`src/rtl/bag_pkg.sv`:
```
package bag_pkg;
  typedef enum logic [1:0] {
    BT_FIXED = 2'b00,
    BT_INCR  = 2'b01,
    BT_WRAP  = 2'b10,
    BT_RSVD  = 2'b11
  } burst_e;

  localparam int unsigned LEN_W         = 8;
  localparam int unsigned SIZE_W        = 3;
  localparam int unsigned FIXED_MAX_LEN = 15;
endpackage

```
`src/rtl/bag_legal.sv`:
```
module bag_legal import bag_pkg::*; #(
  parameter int unsigned ADDR_W   = 32,
  parameter int unsigned MAX_SIZE = 3
) (
  input  logic [ADDR_W-1:0] addr_i,
  input  logic [LEN_W-1:0]  len_i,
  input  logic [SIZE_W-1:0] size_i,
  input  logic [1:0]        burst_i,
  output logic              ok_o,
  output logic [ADDR_W-1:0] wmask_o
);
  logic [ADDR_W-1:0] size_mask;
  logic              wrap_len_ok;

  always_comb begin
    size_mask   = (ADDR_W'(1) << size_i) - ADDR_W'(1);
    wrap_len_ok = len_i inside {8'd1, 8'd3, 8'd7, 8'd15};
    unique case (burst_e'(burst_i))
      BT_FIXED: ok_o = 32'(len_i) <= FIXED_MAX_LEN;
      BT_INCR:  ok_o = 1'b1;
      BT_WRAP:  ok_o = wrap_len_ok && ((addr_i & size_mask) == '0);
      default:  ok_o = 1'b0;
    endcase
    if (32'(size_i) > MAX_SIZE) ok_o = 1'b0;
    // window bytes minus one; meaningful only for wrap
    wmask_o = ((ADDR_W'(len_i) + ADDR_W'(1)) << size_i) - ADDR_W'(1);
  end
endmodule

```
`src/rtl/bag_step.sv`:
```
module bag_step import bag_pkg::*; #(
  parameter int unsigned ADDR_W = 32
) (
  input  logic [ADDR_W-1:0] addr_i,
  input  logic [SIZE_W-1:0] size_i,
  input  logic [1:0]        burst_i,
  input  logic [ADDR_W-1:0] wmask_i,
  output logic [ADDR_W-1:0] next_o
);
  logic [ADDR_W-1:0] step, aligned, inc;

  always_comb begin
    step    = ADDR_W'(1) << size_i;
    aligned = addr_i & ~(step - ADDR_W'(1));
    inc     = aligned + step;
    unique case (burst_e'(burst_i))
      BT_FIXED: next_o = addr_i;
      BT_WRAP:  next_o = (addr_i & ~wmask_i) | (inc & wmask_i);
      default:  next_o = inc;
    endcase
  end
endmodule

```
`src/rtl/burst_addr_gen.sv`:
```
module burst_addr_gen import bag_pkg::*; #(
  parameter int unsigned ADDR_W     = 32,
  parameter int unsigned DATA_BYTES = 8
) (
  input  logic              clk_i,
  input  logic              rst_ni,
  input  logic              req_valid_i,
  input  logic [ADDR_W-1:0] req_addr_i,
  input  logic [7:0]        req_len_i,
  input  logic [2:0]        req_size_i,
  input  logic [1:0]        req_burst_i,
  input  logic              beat_adv_i,
  output logic [ADDR_W-1:0] beat_addr_o,
  output logic              beat_valid_o,
  output logic              beat_last_o,
  output logic              req_err_o
);
  localparam int unsigned MAX_SIZE = $clog2(DATA_BYTES);

  logic [ADDR_W-1:0] addr_q, wmask_q, next_addr, wmask_d;
  logic [LEN_W-1:0]  cnt_q, len_q;
  logic [SIZE_W-1:0] size_q;
  logic [1:0]        burst_q;
  logic              active_q, err_q, req_ok, last, accept;
  logic [ADDR_W-1:0] size_mask;

  bag_legal #(.ADDR_W(ADDR_W), .MAX_SIZE(MAX_SIZE)) u_legal (
    .addr_i (req_addr_i),
    .len_i  (req_len_i),
    .size_i (req_size_i),
    .burst_i(req_burst_i),
    .ok_o   (req_ok),
    .wmask_o(wmask_d)
  );

  bag_step #(.ADDR_W(ADDR_W)) u_step (
    .addr_i (addr_q),
    .size_i (size_q),
    .burst_i(burst_q),
    .wmask_i(wmask_q),
    .next_o (next_addr)
  );

  assign last      = active_q && (cnt_q == len_q);
  // idle, or the last beat retires this cycle
  assign accept    = req_valid_i && (!active_q || (beat_adv_i && last));
  assign size_mask = (ADDR_W'(1) << size_q) - ADDR_W'(1);

  always_ff @(posedge clk_i or negedge rst_ni) begin
    if (!rst_ni) begin
      addr_q   <= '0;
      wmask_q  <= '0;
      cnt_q    <= '0;
      len_q    <= '0;
      size_q   <= '0;
      burst_q  <= '0;
      active_q <= 1'b0;
      err_q    <= 1'b0;
    end else begin
      err_q <= accept && !req_ok;
      if (accept && req_ok) begin
        addr_q   <= req_addr_i;
        wmask_q  <= wmask_d;
        cnt_q    <= '0;
        len_q    <= req_len_i;
        size_q   <= req_size_i;
        burst_q  <= req_burst_i;
        active_q <= 1'b1;
      end else if (active_q && beat_adv_i) begin
        if (last) begin
          active_q <= 1'b0;
        end else begin
          addr_q <= next_addr;
          cnt_q  <= cnt_q + 1'b1;
        end
      end
    end
  end

  assign beat_addr_o  = addr_q;
  assign beat_valid_o = active_q;
  assign beat_last_o  = last;
  assign req_err_o    = err_q;


  hold_no_adv_chk: assert property (@(posedge clk_i) disable iff (!rst_ni)
    (beat_valid_o && !beat_adv_i) |=> (beat_valid_o && $stable(beat_addr_o)));

  fixed_stable_chk: assert property (@(posedge clk_i) disable iff (!rst_ni)
    (beat_valid_o && beat_adv_i && !beat_last_o && burst_q == BT_FIXED) |=> $stable(beat_addr_o));

  aligned_after_first_chk: assert property (@(posedge clk_i) disable iff (!rst_ni)
    (beat_valid_o && beat_adv_i && !beat_last_o && burst_q != BT_FIXED)
      |=> ((beat_addr_o & size_mask) == '0));

  wrap_window_chk: assert property (@(posedge clk_i) disable iff (!rst_ni)
    (beat_valid_o && beat_adv_i && !beat_last_o && burst_q == BT_WRAP)
      |=> ((beat_addr_o & ~wmask_q) == ($past(beat_addr_o) & ~wmask_q)));

  last_retire_chk: assert property (@(posedge clk_i) disable iff (!rst_ni)
    (beat_last_o && beat_adv_i && !req_valid_i) |=> !beat_valid_o);

  cnt_bound_chk: assert property (@(posedge clk_i) disable iff (!rst_ni)
    beat_valid_o |-> (cnt_q <= len_q));

  err_no_burst_chk: assert property (@(posedge clk_i) disable iff (!rst_ni)
    req_err_o |-> !beat_valid_o);

  b2b_chk: assert property (@(posedge clk_i) disable iff (!rst_ni)
    (beat_last_o && beat_adv_i && req_valid_i && req_ok) |=> (beat_valid_o && beat_addr_o == $past(req_addr_i)));
endmodule

```
`config.mk`:
```
export PLATFORM = sky130hd
export DESIGN_NAME = burst_addr_gen
export DESIGN_NICKNAME = d
export VERILOG_FILES = /design/src/rtl/bag_pkg.sv /design/src/rtl/bag_legal.sv /design/src/rtl/bag_step.sv /design/src/rtl/burst_addr_gen.sv
export SDC_FILE = /design/constraint.sdc
export NUM_CORES = 1
export LEC_CHECK = 0
export BUFFER_PORTS_ARGS = -buffer_cell sky130_fd_sc_hd__buf_2
export CAP_MARGIN = 20
export CORE_ASPECT_RATIO = 1.75
export CORE_MARGIN = 1
export CORE_UTILIZATION = 45
export CTS_CLUSTER_DIAMETER = 30
export CTS_CLUSTER_SIZE = 12
export DETAILED_ROUTE_END_ITERATION = 6
export GPL_TIMING_DRIVEN = 1
export PLACE_DENSITY = 0.74
export SYNTH_ARGS = -nofsm -noshare
export SYNTH_HDL_FRONTEND = slang
export SYNTH_SLANG_ARGS = --single-unit
```
`constraint.sdc`:
```
create_clock -name clk_i -period 3.75 [get_ports clk_i]
set_clock_uncertainty 0.2 [all_clocks]
set_input_delay 0.75 -clock clk_i [delete_from_list [all_inputs] [get_ports clk_i]]
set_output_delay 0.75 -clock clk_i [all_outputs]
set_load 0.05 [all_outputs]
```
==> metrics <==
Post-Synth XOR/XNOR Area 0.06553; Internal 0.002495 W; count of cell types in the netlist 73; Post-Synth Simple-Gate Area 0.2511; Slew @ Worst Pin 0.9076 ns; clock sink count 86; syn_area_per_cell 8.220 sq um; Die H 156.6 um; Worst setup SP type register; worst min-delay path endpoint wmask_q[28]$_DFFE_PN0P_; syn nets 808; root buffer cell clkbuf_16; DP Area 7023 sq um; largest family of logic cells by synthesized area simple AND/OR/NAND/NOR gates; TNS Setup 0 ns; Flop pwr share 0.334; DRC Markers 0; # fillers 1310; yosys warns 0; Final Hold Viols 0; TritonCTS clock tree done; Placed Instances 1013; post-cts resize count 0; Crit. End Element register; Peak VDD IR 0.2826 mV; Pre-antenna DRT Iters 5; Post-CTS Setup Bufs 0; status finished clean; grt total ovfl 0; WP data arrival 3.46 ns; Ports 84; Post-synth top flop dfrtp_1; Cell Rows 56; die area 14150 sq um; relative slew slack 0.3950; Vias 6158; initial DRC count 328; wire per inst 17.27 um; Initial Util 0.4594; power per cell area 662.9 nW/um^2; insertion delay to the later sink of the worst-skew pair 0.34 ns; share of cells above drive strength 1 0.2023; leading post-synthesis cells by cell area dfrtp_1 (35%), o21ai_0 (5.7%), nand2_1 (5.5%); mapped cell area 6148 sq um; Max Root-Sink Buffers 2; gr usage total 0.2606; Max-cap violations 0; vias per std cell 5.984; Synth Area in Adders 0.02239; hold path cells 1; flops & latches, synth 86; Async S/R FF share, synth 1.000; Critical Path Source size_q[1]$_DFFE_PN0P_; fin crit share 0.9165; dpl ws 0.1276 ns; Worst-path clk slew 0.07 ns; Leak 3.289 nW; hold_buf cts 0; synthesized instance count 748; Sw Share 0.4849; Seq/Total Area, Yosys 0.3500; area delta synth->final 18.82%; Storage cell area 2152 sq um; placer's final routability congestion estimate 0.9276; Synth area leader dfrtp_1; post-synth top area share 0.3500; EDFF count, synth 0; fmax 0.2909 GHz; CTS buffer count 9; final net count 910; vias in the first global route 5856; first-pass GRT wire length 29.51 mm; core box area 13380 sq um; Final HPWL DP 13.68 mm; net switching power 0.002348 W; Comb pwr share 0.490; R2R depth 10; final WL 17.77 mm; ant diodes 0; origin of the worst min-delay path wmask_q[28]$_DFFE_PN0P_; FF-to-FF Start size_q[1]$_DFFE_PN0P_; Setup CP Type register to register; worst-path maximum fanout 5; reg-to-reg slack, setup 0.31 ns; DIE WIDTH 90.36 um; initial antenna violation count 1; Multi-input gate area 3729 sq um; final cell count without fillers 1029; Slew Viols, Final 0; largest net degree at the start of global routing 71; Setup-failing EPs final 0; Clk pwr share 0.176; Tightest Hold Check Type register to register; RSZ-0062 raised after global routing no; antenna-violating nets left 0; post-synthesis mux area share 0.02523; H-tree depth 3; worst setup margin 0.3130 ns; I/O Buffers 83; Synth Area in Compound Gates 0.2397; design area 7306 sq um; minimum clock period 3.437 ns; Critical Path RT 3.77 ns
[cell usage in the layout (no fill, tap or decap), drive strengths merged, types with 7 or more instances in the layout]
cell type,n
nand4,11
dfrtp,86
o211ai,13
nand2,90
clkbuf,10
a31oi,14
ha,11
and3,10
nor3,32
nor4,11
a21oi,42
nor2b,8
inv,21
nor2,71
xor2,19
o2111ai,7
xnor2,27
nand2b,10
o31ai,7
mux2i,11
buf,136
and2,10
a21o,21
nand3,15
o21ai,72
[routing by layer]
metal  vias up  wire length, um  track usage  share of wire
li1       2935                -            -              -
met1      2948             6913       0.2991           0.39
met2       223             9396       0.4740           0.53
met3        52              811      0.03207          0.046
met4         0              651       0.1298          0.037
met5         -                0            0              0
[worst max-delay path, stage by stage, from the launching register on]
cell	delay [ns]
dfrtp_1	0.40
or3_1	0.43
ha_1	0.33
mux2_2	0.27
and4_1	0.22
a221oi_1	0.40
nor4_1	0.16
nor2_1	0.35
nor3_1	0.12
nor3b_1	0.16
a221o_1	0.27
[power groups by stage]
| stage | Sequential, W | Combinational, W | Clock [W] |
|---|---|---|---|
| 2_1_floorplan | 0.00214 | 0.00116 | 0 |
| 3_3_place_gp | 0.00162 | 0.00233 | 0 |
| 3_5_place_dp | 0.00163 | 0.00236 | 0 |
| 4_1_cts | 0.00162 | 0.00237 | 0.000869 |
| 5_1_grt | 0.00167 | 0.00258 | 0.000902 |
| 6_report | 0.00162 | 0.00237 | 0.000851 |
[cell families (layout without fill, tap and decap cells)]
group,Yosys count,count (layout)
and+or+nand+nor,301,301
AOI/OAI and AO/OA,225,225
DFF,86,86
buffers and inverters,64,171
xor gates and xnor gates,46,46
muxes,15,15
adders and majority gates,11,11
[how the worst max path moves through the flow]
stage / to / slack [ns] / cells past startpoint
after floorplan: register / 0.04 / 13
after global placement: register / 0.17 / 10
after detailed placement: register / 0.13 / 12
after CTS: register / 0.33 / 10
after global routing: register / 0.15 / 10
final: register / 0.31 / 10
[cells in the mapped netlist, types with 8 or more instances]
cell / n
and3_1: 10
a31oi_1: 14
nor3_1: 29
o211ai_1: 13
xor2_1: 19
nor2b_1: 8
nand2_1: 90
inv_1: 17
a21o_1: 21
dfrtp_1: 86
nand2b_1: 10
and2_1: 10
a21oi_1: 40
nor2_1: 71
nor4_1: 9
nand3_1: 15
o21ai_0: 70
mux2i_1: 11
ha_1: 11
xnor2_1: 27
buf_2: 19
nand4_1: 10
clkbuf_1: 23
[area by class of cell]
cell class | instances | share of cell area
multi-input combinational | 598 | 0.5104
tap | 174 | 0.02980
clock buffer | 10 | 0.03134
inverter | 19 | 0.009762
timing repair buffer | 136 | 0.1168
clock inverter | 6 | 0.007364
sequential | 86 | 0.2946
[stage by stage]
stage / utilization / hold WS [ns] / total power, W
detailed placement: 0.5248 / 0.2600 / 0.003993
global placement: 0.5248 / 0.2528 / 0.003943
global route: 0.5459 / 0.2790 / 0.005150
finish: 0.5459 / 0.2706 / 0.004843
CTS: 0.5459 / 0.2740 / 0.004857
floorplan: - / 0.2425 / 0.003293
Note: power is estimated with default switching activity, not from simulation.
